<file path="src/rtl/pci_tgt_seq.sv">
module pci_tgt_seq #(
  parameter int NBAR       = 2,
  parameter int WAIT_LIMIT = 8
) (
  input  logic            clk,
  input  logic            rst_n,
  input  logic            frame_n,
  input  logic            irdy_n,
  input  logic [31:0]     ad_in,
  input  logic [3:0]      cbe_n,
  input  logic            cfg_hit,
  input  logic [NBAR-1:0] bar_hit,
  output logic [31:0]     ad_out,
  output logic            ad_oe,
  output logic            devsel_n_o,
  output logic            devsel_oe,
  output logic            trdy_n_o,
  output logic            trdy_oe,
  output logic            stop_n_o,
  output logic            stop_oe,
  output logic [1:0]      devsel_timing,
  output logic [31:0]     be_addr,
  output logic            be_cfg,
  output logic [NBAR-1:0] be_bar,
  output logic            be_rd,
  input  logic [31:0]     be_rdata,
  output logic            be_wr,
  output logic [31:0]     be_wdata,
  output logic [3:0]      be_byte_en
);

  localparam int CW = $clog2(WAIT_LIMIT) + 1;
  localparam logic [CW-1:0] LAST_WAIT = CW'(WAIT_LIMIT - 1);

  typedef enum logic [2:0] {S_IDLE, S_BUSY, S_DATA, S_ABORT, S_TURN} st_t;

  st_t             state, state_nx;
  logic            bus_idle_q, write_q, cfg_q, wr_q;
  logic [31:0]     addr_q, rdata_q, wdata_q;
  logic [3:0]      ben_q;
  logic [NBAR-1:0] bar_q;
  logic [CW-1:0]   wait_q;
  logic            in_idle, any_hit, claim, hs, timeout, driving;

  assign any_hit = cfg_hit | (|bar_hit);
  assign in_idle = (state == S_IDLE);
  assign claim   = in_idle & ~frame_n & bus_idle_q & any_hit;
  assign hs      = (state == S_DATA) & ~irdy_n;
  assign timeout = (state == S_DATA) & irdy_n & (wait_q == LAST_WAIT);

  always_comb begin
    state_nx = state;
    unique case (state)
      S_IDLE:  if (claim) state_nx = S_BUSY;
      S_BUSY:  state_nx = S_DATA;
      S_DATA:  if (hs) state_nx = S_TURN;
               else if (timeout) state_nx = S_ABORT;
      S_ABORT: state_nx = S_TURN;
      S_TURN:  state_nx = S_IDLE;
      default: state_nx = S_IDLE;
    endcase
  end

  always_ff @(posedge clk) begin
    if (!rst_n) begin
      state      <= S_IDLE;
      bus_idle_q <= 1'b1;
      write_q    <= 1'b0;
      cfg_q      <= 1'b0;
      bar_q      <= '0;
      addr_q     <= '0;
      rdata_q    <= '0;
      wdata_q    <= '0;
      ben_q      <= '0;
      wait_q     <= '0;
      wr_q       <= 1'b0;
    end else begin
      state      <= state_nx;
      bus_idle_q <= frame_n & irdy_n;
      wr_q       <= hs & write_q;
      if (claim) begin
        addr_q  <= ad_in;
        write_q <= cbe_n[0];
        cfg_q   <= cfg_hit;
        bar_q   <= bar_hit;
      end
      if (state == S_BUSY) begin
        rdata_q <= be_rdata;
        wait_q  <= '0;
      end else if (state == S_DATA && irdy_n) begin
        wait_q <= wait_q + 1'b1;
      end
      if (hs) begin
        wdata_q <= ad_in;
        ben_q   <= ~cbe_n;
      end
    end
  end

  assign driving       = (state == S_DATA) | (state == S_ABORT) | (state == S_TURN);
  assign devsel_oe     = driving;
  assign trdy_oe       = driving;
  assign stop_oe       = driving;
  assign devsel_n_o    = (state != S_DATA);
  assign trdy_n_o      = (state != S_DATA);
  assign stop_n_o      = (state != S_ABORT);
  assign ad_oe         = (state == S_DATA) & ~write_q;
  assign ad_out        = rdata_q;
  assign devsel_timing = 2'b01;
  assign be_addr       = addr_q;
  assign be_cfg        = cfg_q;
  assign be_bar        = bar_q;
  assign be_rd         = (state == S_BUSY) & ~write_q;
  assign be_wr         = wr_q;
  assign be_wdata      = wdata_q;
  assign be_byte_en    = ben_q;

endmodule

</file>
<file path="config.mk">
export PLATFORM = sky130hd
export DESIGN_NAME = pci_tgt_seq
export DESIGN_NICKNAME = d
export VERILOG_FILES = /design/src/rtl/pci_tgt_seq.sv
export SDC_FILE = /design/constraint.sdc
export NUM_CORES = 1
export LEC_CHECK = 0
export BUFFER_PORTS_ARGS = -buffer_cell sky130_fd_sc_hd__buf_2
export CORE_ASPECT_RATIO = 0.75
export CORE_MARGIN = 2
export CORE_UTILIZATION = 45
export DETAILED_ROUTE_END_ITERATION = 8
export PLACE_DENSITY = 0.84
export SYNTH_ARGS = -nofsm -noshare
export SYNTH_HDL_FRONTEND = slang
export SYNTH_SLANG_ARGS = --single-unit
</file>
<file path="constraint.sdc">
create_clock -name clk -period 3.7 [get_ports clk]
set_input_delay 0.185 -clock clk [delete_from_list [all_inputs] [get_ports clk]]
set_output_delay 0.185 -clock clk [all_outputs]
set_load 0.01 [all_outputs]
</file>
Word level (Yosys, flattened, before mapping). Cells that the tools add are included.

Flip-flop bits (word level): 113. Bits in latches: 0. RAM bits: 0. Bits in read-only memories: 0. Input bits: 75. Output and inout bits: 114. Word-level logic and storage cells: 48. Memories kept: 0.

Add/subtract/negate cells: 1. $mul: 0. Divide/modulo/power cells: 0. Order comparisons: 0. Equal/unequal tests: 9. Shift operators: 0. Multiplexer cells: 4. Bitwise gates (word level): 18. Reductions and logical operators: 5.

Operators by type and width (count): 3-bit one-hot mux with 4 select lines (1); 1-bit bitwise AND (10); 3-bit 2-to-1 mux (3); 3-bit by 2-bit == test with 1-bit output (second input constant) (2); 3-bit by 2-bit != test with 1-bit output (second input constant) (2); 4-bit by 1-bit adder with 4-bit output (second input constant) (1); 4-bit by 3-bit == test with 1-bit output (second input constant) (1); 1-bit NOT (4); 4-bit NOT (1); 2-bit OR reduction (2); 3-bit by 1-bit == test with 1-bit output (second input constant) (1); 3-bit == test (second input constant) (1); 3-bit logical NOT (1); 3-bit != test (second input constant) (1); 1-bit OR (3); 2-bit by 1-bit != test with 1-bit output (second input constant) (1); 2-bit AND reduction (1); 1-bit logical AND (1).

Longest topological paths before layout. Gate-level depths: netlist of the first run.

Depth after elaboration: 6. Gate-level depth with buffers: 6. Mapped depth without buffers: 4.

Worst setup path after synthesis of the first run. OpenSTA, ideal clock, no wires.

Path type: register to register. Start: reg state[0]. End: reg addr_q[10], in the netlist be_addr[10]. Arrival time: 1.421 ns. Required time: 3.628 ns. Path slack: 2.207 ns. Cell stages (with the launch flop): 7. Clock period less this slack: 1.493 ns. Cell sequence: dfxtp_1 -> buf_2 -> or3_4 -> nor3_2 -> buf_6 -> buf_12 -> mux2i_1.

Longest elaborated chain between the ends: 4.

RTL lines: from (decl) (RTL line 37) `st_t state, state_nx;`; from (signal assigned) (RTL line 78) `state <= state_nx;`; 3-bit logical NOT (RTL line 46) `assign in_idle = (state == S_IDLE);`; 1-bit bitwise AND (3 in series) (RTL line 47) `assign claim = in_idle & ~frame_n & bus_idle_q & any_hit;`; to (signal assigned) (RTL line 82) `addr_q <= ad_in;`; to (decl) (RTL line 39) `logic [31:0] addr_q, rdata_q, wdata_q;`.

No other way between the ends. A chain may end at the register's enable or synchronous reset.

Worst setup path after layout of the first run.
Start: reg state[2]. End: out be_rd.

Longest elaborated chain between the ends: 2.

RTL lines: 3-bit by 1-bit == test with 1-bit output (RTL line 113) `assign be_rd = (state == S_BUSY) & ~write_q;`; 1-bit bitwise AND (RTL line 113); to (decl) (RTL line 25) `output logic be_rd,`.

No other way between the ends.

==> flow_metrics.tcl, run 1 <==
set metrics [dict create \
    min_path_type "input port to flip-flop" \
    grt_pass1_vias 3708 \
    cp-end-kind "output pin" \
    numPortBuffers 186 \
    path_max_fanout 36 \
    required_ns 3.51 \
    fin_util 0.614 \
    dieArea_um2 10800 \
    power_mw 3.13 \
    start_util 0.463 \
    pwr-share-comb 0.086 \
    cts_setup_buffers 0 \
    syn_nets 586 \
    diodes 0 \
    grtUsageMet1 0.238 \
    overflow 0 \
    path_clk_slew_ns 0.05 \
    syn_area_per_cell_um2 8.78 \
    grt_max_degree 109 \
    ys_async_sr_fraction 0 \
    clk_latency_ns 0.40 \
    fmax_ghz 0.420 \
    drv_cap 0 \
    tns_ns 0 \
    internal_power_mw 2.42 \
    setup-violations-final 0 \
    gp_congestion 0.760 \
    wire_per_inst_um 13.3 \
    worst_pin_slew_ns 1.17 \
    grt_busiest_layer "met2" \
    cts-root-buf "clkbuf_16" \
    remaining_drc_errors 0 \
    cp_top_family "simple AND/OR/NAND/NOR gates" \
    grt_pass1_wl_um 17300 \
    h-tree-depth 4 \
    core_um2 9660 \
    area_growth_pct 32.6 \
    cp_slowest_cell "or3b_1" \
    arrival_ns 2.20 \
    path_class "flip-flop to output pin" \
    viasPerCell 4.78 \
    seqPwrFrac 0.413 \
    slowest_delay_ns 0.96 \
    yosysSeqAreaShare 0.505 \
    worstPathCellList "or3b_1 -> nor2_1 -> buf_2" \
    ys_seq_elements 113 \
    fin_nets 751 \
    start_kind "flip-flop" \
    p_sw_uw 713 \
    hpwl_um 7670 \
    first_pass_iters 4 \
    drive_above_1_share 0.328 \
    synth-main-ff-cell "dfxtp_1" \
    fp.dieW_um 119 \
    power_per_cell_area_nw_per_um2 528 \
    cts.sink_count 113 \
    drt_iter0_drc 197 \
    cts_tree "done" \
    use_met3 0.0758 \
    use_met2 0.333 \
    swShare 0.227 \
    wirelength_um 10900 \
    cts_buffers 17 \
    num_vias 3918 \
    ant_nets 0 \
    grt.total_usage 0.202 \
    ys_types 35 \
    min_period_ns 2.38 \
    path_buf_inv 1 \
    synth_edf_count 0 \
    synth_area_um2 4480 \
    die_y_um 90.4 \
    clock_path_buffers 2 \
    outcome "complete, no violations" \
    rsz0062_at_grt "false" \
    ctsResizeCount 0 \
    antenna_found_initial 0 \
    rows 31 \
    max-slew-margin-rel 0.221 \
    synthCells 510 \
    io_pins 189 \
    peakVddDrop_mv 0.425 \
    power_frac_clock 0.501 \
    slew_violations 0 \
    yosys_warnings 0 \
    hold_buffers 0 \
    power.leakage_nw 2.74 \
    fin_skew_ns 0.00960 \
    timing.final.crit_share 0.643 \
    final-hold-violation-count 0 \
]
## worst min-delay path, stage by stage
cell	delay [ns]
buf_2	0.10
nand2_1	0.05
nand2_1	0.05
## worst paths after layout
path	startpoint	endpoint	slack [ns]	depth (start not counted)
min reg2reg	be_wdata[14]	be_wdata[14]	0.45	2
max reg2reg	state[1]	be_wdata[2]	1.57	4
min	frame_n	bus_idle_q	0.02	3
max	state[2]	be_rd	1.32	3
## layout by cell type (no fill, tap or decap), types with 2 or more instances in the layout
cell and instances:
clkbuf_16 17, o211a_1 4, nand2b_1 2, bufinv_16 2, a21boi_1 36, buf_4 4
nand3_1 5, mux2_2 2, mux2i_1 35, clkbuf_8 3, dfxtp_1 113, conb_1 2
clkinv_2 7, buf_2 185, nand2_1 208, nor2_1 7, a21boi_0 30, nor3_1 3
nand3b_1 2, o22ai_1 3
## sequential cells by signal, indices dropped and copies added, names as in the netlist
register and flops:
ad_out 32, be_addr 32, be_wdata 32, be_byte_en 4, wait_q 4, state 3, be_bar 2, be_cfg 1
be_wr 1, bus_idle_q 1, write_q 1
## synth_stat cells (all sizes together), types with 2 or more instances
library cell / number / share of area
a21boi: 66 / 0.11
buf: 25 / 0.044
clkbuf: 18 / 0.015
conb: 2 / 0.0017
dfxtp: 113 / 0.51
mux2: 2 / 0.0050
mux2i: 35 / 0.078
nand2: 208 / 0.17
nand2b: 2 / 0.0028
nand3: 5 / 0.0056
nand3b: 2 / 0.0034
nor2: 7 / 0.0059
nor3: 4 / 0.0056
nor3b: 2 / 0.0045
o211a: 4 / 0.0089
o22ai: 3 / 0.0042
## per-stage QoR
| step | hold WS (ns) | std cells | setup WS, ns | instance area [um^2] |
|---|---|---|---|---|
| final | 0.0153 | 820 | 1.32 | 5930 |
| after global routing | 0.0156 | 820 | 1.18 | 5930 |
| after CTS | 0.00474 | 820 | 1.34 | 5930 |
| after detailed placement | 0.427 | 788 | 1.55 | 5350 |
| after global placement | 0.414 | 788 | 1.69 | 5350 |
| after floorplan | 0.292 | 510 | 2.21 | 4480 |
## power groups by stage
stage | logic [mW] | clock network (mW) | registers (mW)
6_report | 0.270 | 1.57 | 1.29
5_1_grt | 0.296 | 1.66 | 1.30
4_1_cts | 0.273 | 1.60 | 1.29
3_5_place_dp | 0.272 | 0 | 1.32
3_3_place_gp | 0.262 | 0 | 1.31
2_1_floorplan | 0.150 | 0 | 1.34
## cells by family after synthesis
| logic type | Yosys count | share of synthesized area |
|---|---|---|
| DFF | 113 | 0.505 |
| AOI/OAI and AO/OA | 75 | 0.127 |
| buffers and inverters | 44 | 0.0604 |
| other | 2 | 0.00168 |
| adders and majority gates | 1 | 0.00280 |
| muxes | 37 | 0.0833 |
| and+or+nand+nor | 237 | 0.218 |
| xor gates and xnor gates | 1 | 0.00196 |
## final cells by class
type | instances | area [um^2]
Fill cell | 822 | 3720
Clock buffer | 21 | 470
Tap cell | 132 | 165
Multi-Input combinational cell | 353 | 1960
Clock inverter | 11 | 111
Sequential cell | 113 | 2260
Timing Repair Buffer | 189 | 956
Inverter | 1 | 3.75
## routing by layer
metal | routed length [um] | vias up
met4 | 99 | 0
met2 | 5300 | 127
met5 | 0 | -
met3 | 836 | 7
met1 | 4710 | 1808
li1 | - | 1976
No activity file was read; power rests on OpenSTA's default activity.
==> run 2: changes to the inputs <==
--- a/config.mk
+++ b/config.mk
@@ -5,10 +5,11 @@
 export SDC_FILE = /design/constraint.sdc
 export NUM_CORES = 1
 export LEC_CHECK = 0
+export ABC_AREA = 1
 export BUFFER_PORTS_ARGS = -buffer_cell sky130_fd_sc_hd__buf_2
 export CORE_ASPECT_RATIO = 0.75
 export CORE_MARGIN = 2
-export CORE_UTILIZATION = 45
+export CORE_UTILIZATION = 43
 export DETAILED_ROUTE_END_ITERATION = 8
 export PLACE_DENSITY = 0.84
 export SYNTH_ARGS = -nofsm -noshare
==> constraint.sdc (replaced) <==
create_clock -name clk -period 2.18 [get_ports clk]
set_input_delay 0.109 -clock clk [delete_from_list [all_inputs] [get_ports clk]]
set_output_delay 0.109 -clock clk [all_outputs]
set_load 0.01 [all_outputs]
==> run 2 against run 1 <==
  * Total power rose by 120%
  * Hold slack improved by 0.0023 ns
  * First-iteration DRC count up 82%
  * Non-clock buffer count up 71
  * Register-to-register slack got worse by 0.95 ns
  * Sequential power rose by 96%
  * Final cell count grew 21%
  * Wire length up 20%
  * Critical endpoint unchanged
==> flow_metrics.tcl, run 2 <==
set metrics [dict create \
    outcome "complete, no violations" \
    diodes 0 \
    power_per_cell_area_nw_per_um2 1040 \
    io_pins 189 \
    fin_skew_ns 0.00472 \
    start_util 0.435 \
    p_sw_mw 2.03 \
    num_vias 4730 \
    layout_commonest_cell "nor2_1" \
    wire_per_inst_um 13.2 \
    slowest_delay_ns 0.45 \
    hpwl_um 8200 \
    internal_power_mw 4.90 \
    required_ns 2.07 \
    slew_violations 0 \
    fmax_ghz 0.598 \
    worstPathCellList "nor2_2 -> nand2_1 -> buf_4 -> nor2_1 -> buf_2" \
    wirelength_um 13100 \
    min_period_ns 1.67 \
    synth-main-ff-cell "dfxtp_1" \
    path_buf_inv 2 \
    syn_nets 682 \
    antenna_found_initial 0 \
    drive_above_1_share 0.278 \
    rsz0062_at_grt "false" \
    netlist.area_leader.share 0.511 \
    mostFrequentLayoutCells "218 x nor2_1, 186 x buf_2, 113 x dfxtp_1" \
    overflow 0 \
    synth_top_area_cell "dfxtp_1" \
    grt_max_degree 60 \
    arrival_ns 1.56 \
    path_max_fanout 34 \
    clk_latency_ns 0.40 \
    cp_slowest_cell "dfxtp_1" \
    area_growth_pct 50.2 \
    fin_nets 919 \
    h-tree-depth 4 \
    path_clk_slew_ns 0.05 \
    core_um2 10200 \
    synth_most_common_cell "nor2_1" \
    setup-violations-final 0 \
    path_class "flip-flop to output pin" \
    tns_ns 0 \
    dieArea_um2 11100 \
    ys_seq_elements 113 \
    grt_pass1_vias 4461 \
    cts_tree "done" \
    numPortBuffers 186 \
    drt_iter0_drc 358 \
    timing.final.crit_share 0.768 \
    synth_common_cells "218 x nor2_1, 113 x dfxtp_1, 67 x o21ai_0" \
    ant_nets 0 \
    min_path_type "input port to flip-flop" \
    cts_setup_buffers 0 \
    drv_cap 0 \
    power.leakage_nw 3.32 \
    rows 32 \
    yosys_warnings 0 \
    grt.total_usage 0.238 \
    cts.sink_count 113 \
    ys_types 21 \
    clock_path_buffers 2 \
    cts-root-buf "clkbuf_16" \
    synth_area_um2 4430 \
    pwr-share-comb 0.227 \
    synth.area.top_cells "dfxtp_1 51%, nor2_1 18%, o21ai_0 7.6%" \
    first_pass_iters 5 \
    peakVddDrop_mv 0.582 \
    die_y_um 91.9 \
    final-hold-violation-count 0 \
    start_kind "flip-flop" \
    cp-end-kind "output pin" \
    swShare 0.293 \
    yosysSeqAreaShare 0.511 \
    syn_area_per_cell_um2 7.30 \
    seqPwrFrac 0.364 \
    synth_edf_count 0 \
    remaining_drc_errors 0 \
    gp_congestion 0.859 \
    viasPerCell 4.77 \
    grt_pass1_wl_um 20900 \
    cp_top_family "buffers and inverters" \
    cts_buffers 17 \
    power_frac_clock 0.409 \
    fin_util 0.654 \
    synthCells 606 \
    fp.dieW_um 121 \
    ys_async_sr_fraction 0 \
]
-- run 2: logic make-up after synthesis --
family,count (synthesis),synth area share
DFF,113,0.511
xor gates and xnor gates,1,0.00198
buffers and inverters,87,0.0913
AOI/OAI and AO/OA,73,0.0825
adders and majority gates,1,0.00283
other,2,0.00170
and+or+nand+nor,329,0.309
-- run 2: power groups by stage --
stage	Combinational, mW	Clock (mW)	Sequential [mW]
3_3_place_gp	1.45	0	2.55
2_1_floorplan	0.811	0	2.69
6_report	1.57	2.83	2.53
3_5_place_dp	1.48	0	2.56
5_1_grt	1.76	2.97	2.56
4_1_cts	1.57	2.88	2.52
-- run 2: cell type report --
type / count / area (um^2)
clock buffers: 21 / 480
clock inverters: 10 / 133
fillers: 896 / 3520
inverters: 45 / 169
multi-input cells: 406 / 1770
flip-flops and latches: 113 / 2260
well taps: 136 / 170
repair buffers: 260 / 1670
-- run 2: metrics by stage --
stage	cells	cell area (um^2)	hold slack [ns]	setup slack, ns	power (mW)
final	991	6650	0.0176	0.507	6.93
after global routing	991	6650	0.0264	0.397	7.29
after CTS	991	6650	0.00147	0.492	6.97
after detailed placement	897	5410	0.350	0.652	4.04
after global placement	897	5410	0.349	0.680	4.00
after floorplan	606	4430	0.208	1.00	3.50
-- run 2: worst paths after layout --
kind                        to  cells after the start   startpoint  slack, ns
hold reg to reg    be_addr[10]                      2  be_addr[10]       0.47
setup reg to reg  be_wdata[17]                      7     state[1]       0.62
hold / removal     be_wdata[1]                      3     ad_in[1]       0.02
setup / recovery         be_rd                      5     state[2]       0.51
-- run 2: metal layers --
| layer | vias to the layer above | share of wire | GRT usage |
|---|---|---|---|
| met3 | 40 | 0.062 | 0.0609 |
| met2 | 195 | 0.47 | 0.396 |
| li1 | 2379 | - | - |
| met4 | 0 | 0.028 | 0.122 |
| met1 | 2116 | 0.44 | 0.282 |
| met5 | - | 0 | 0 |
-- run 2: repair_timing --
| action | CTS | global route |
|---|---|---|
| hold buffers | 63 | 0 |
| hold endpoints to repair | 62 | 0 |
| resized for setup | 0 | 0 |
| setup endpoints to repair | 0 | 0 |
-- run 2: worst reg2reg max path, stage by stage, from the launching register on --
cell and delay, ns:
dfxtp_1 0.37, inv_1 0.08, nor2_2 0.12, nand2_2 0.12
nor2_4 0.30, buf_4 0.30, nor2_1 0.07, nor2_1 0.13
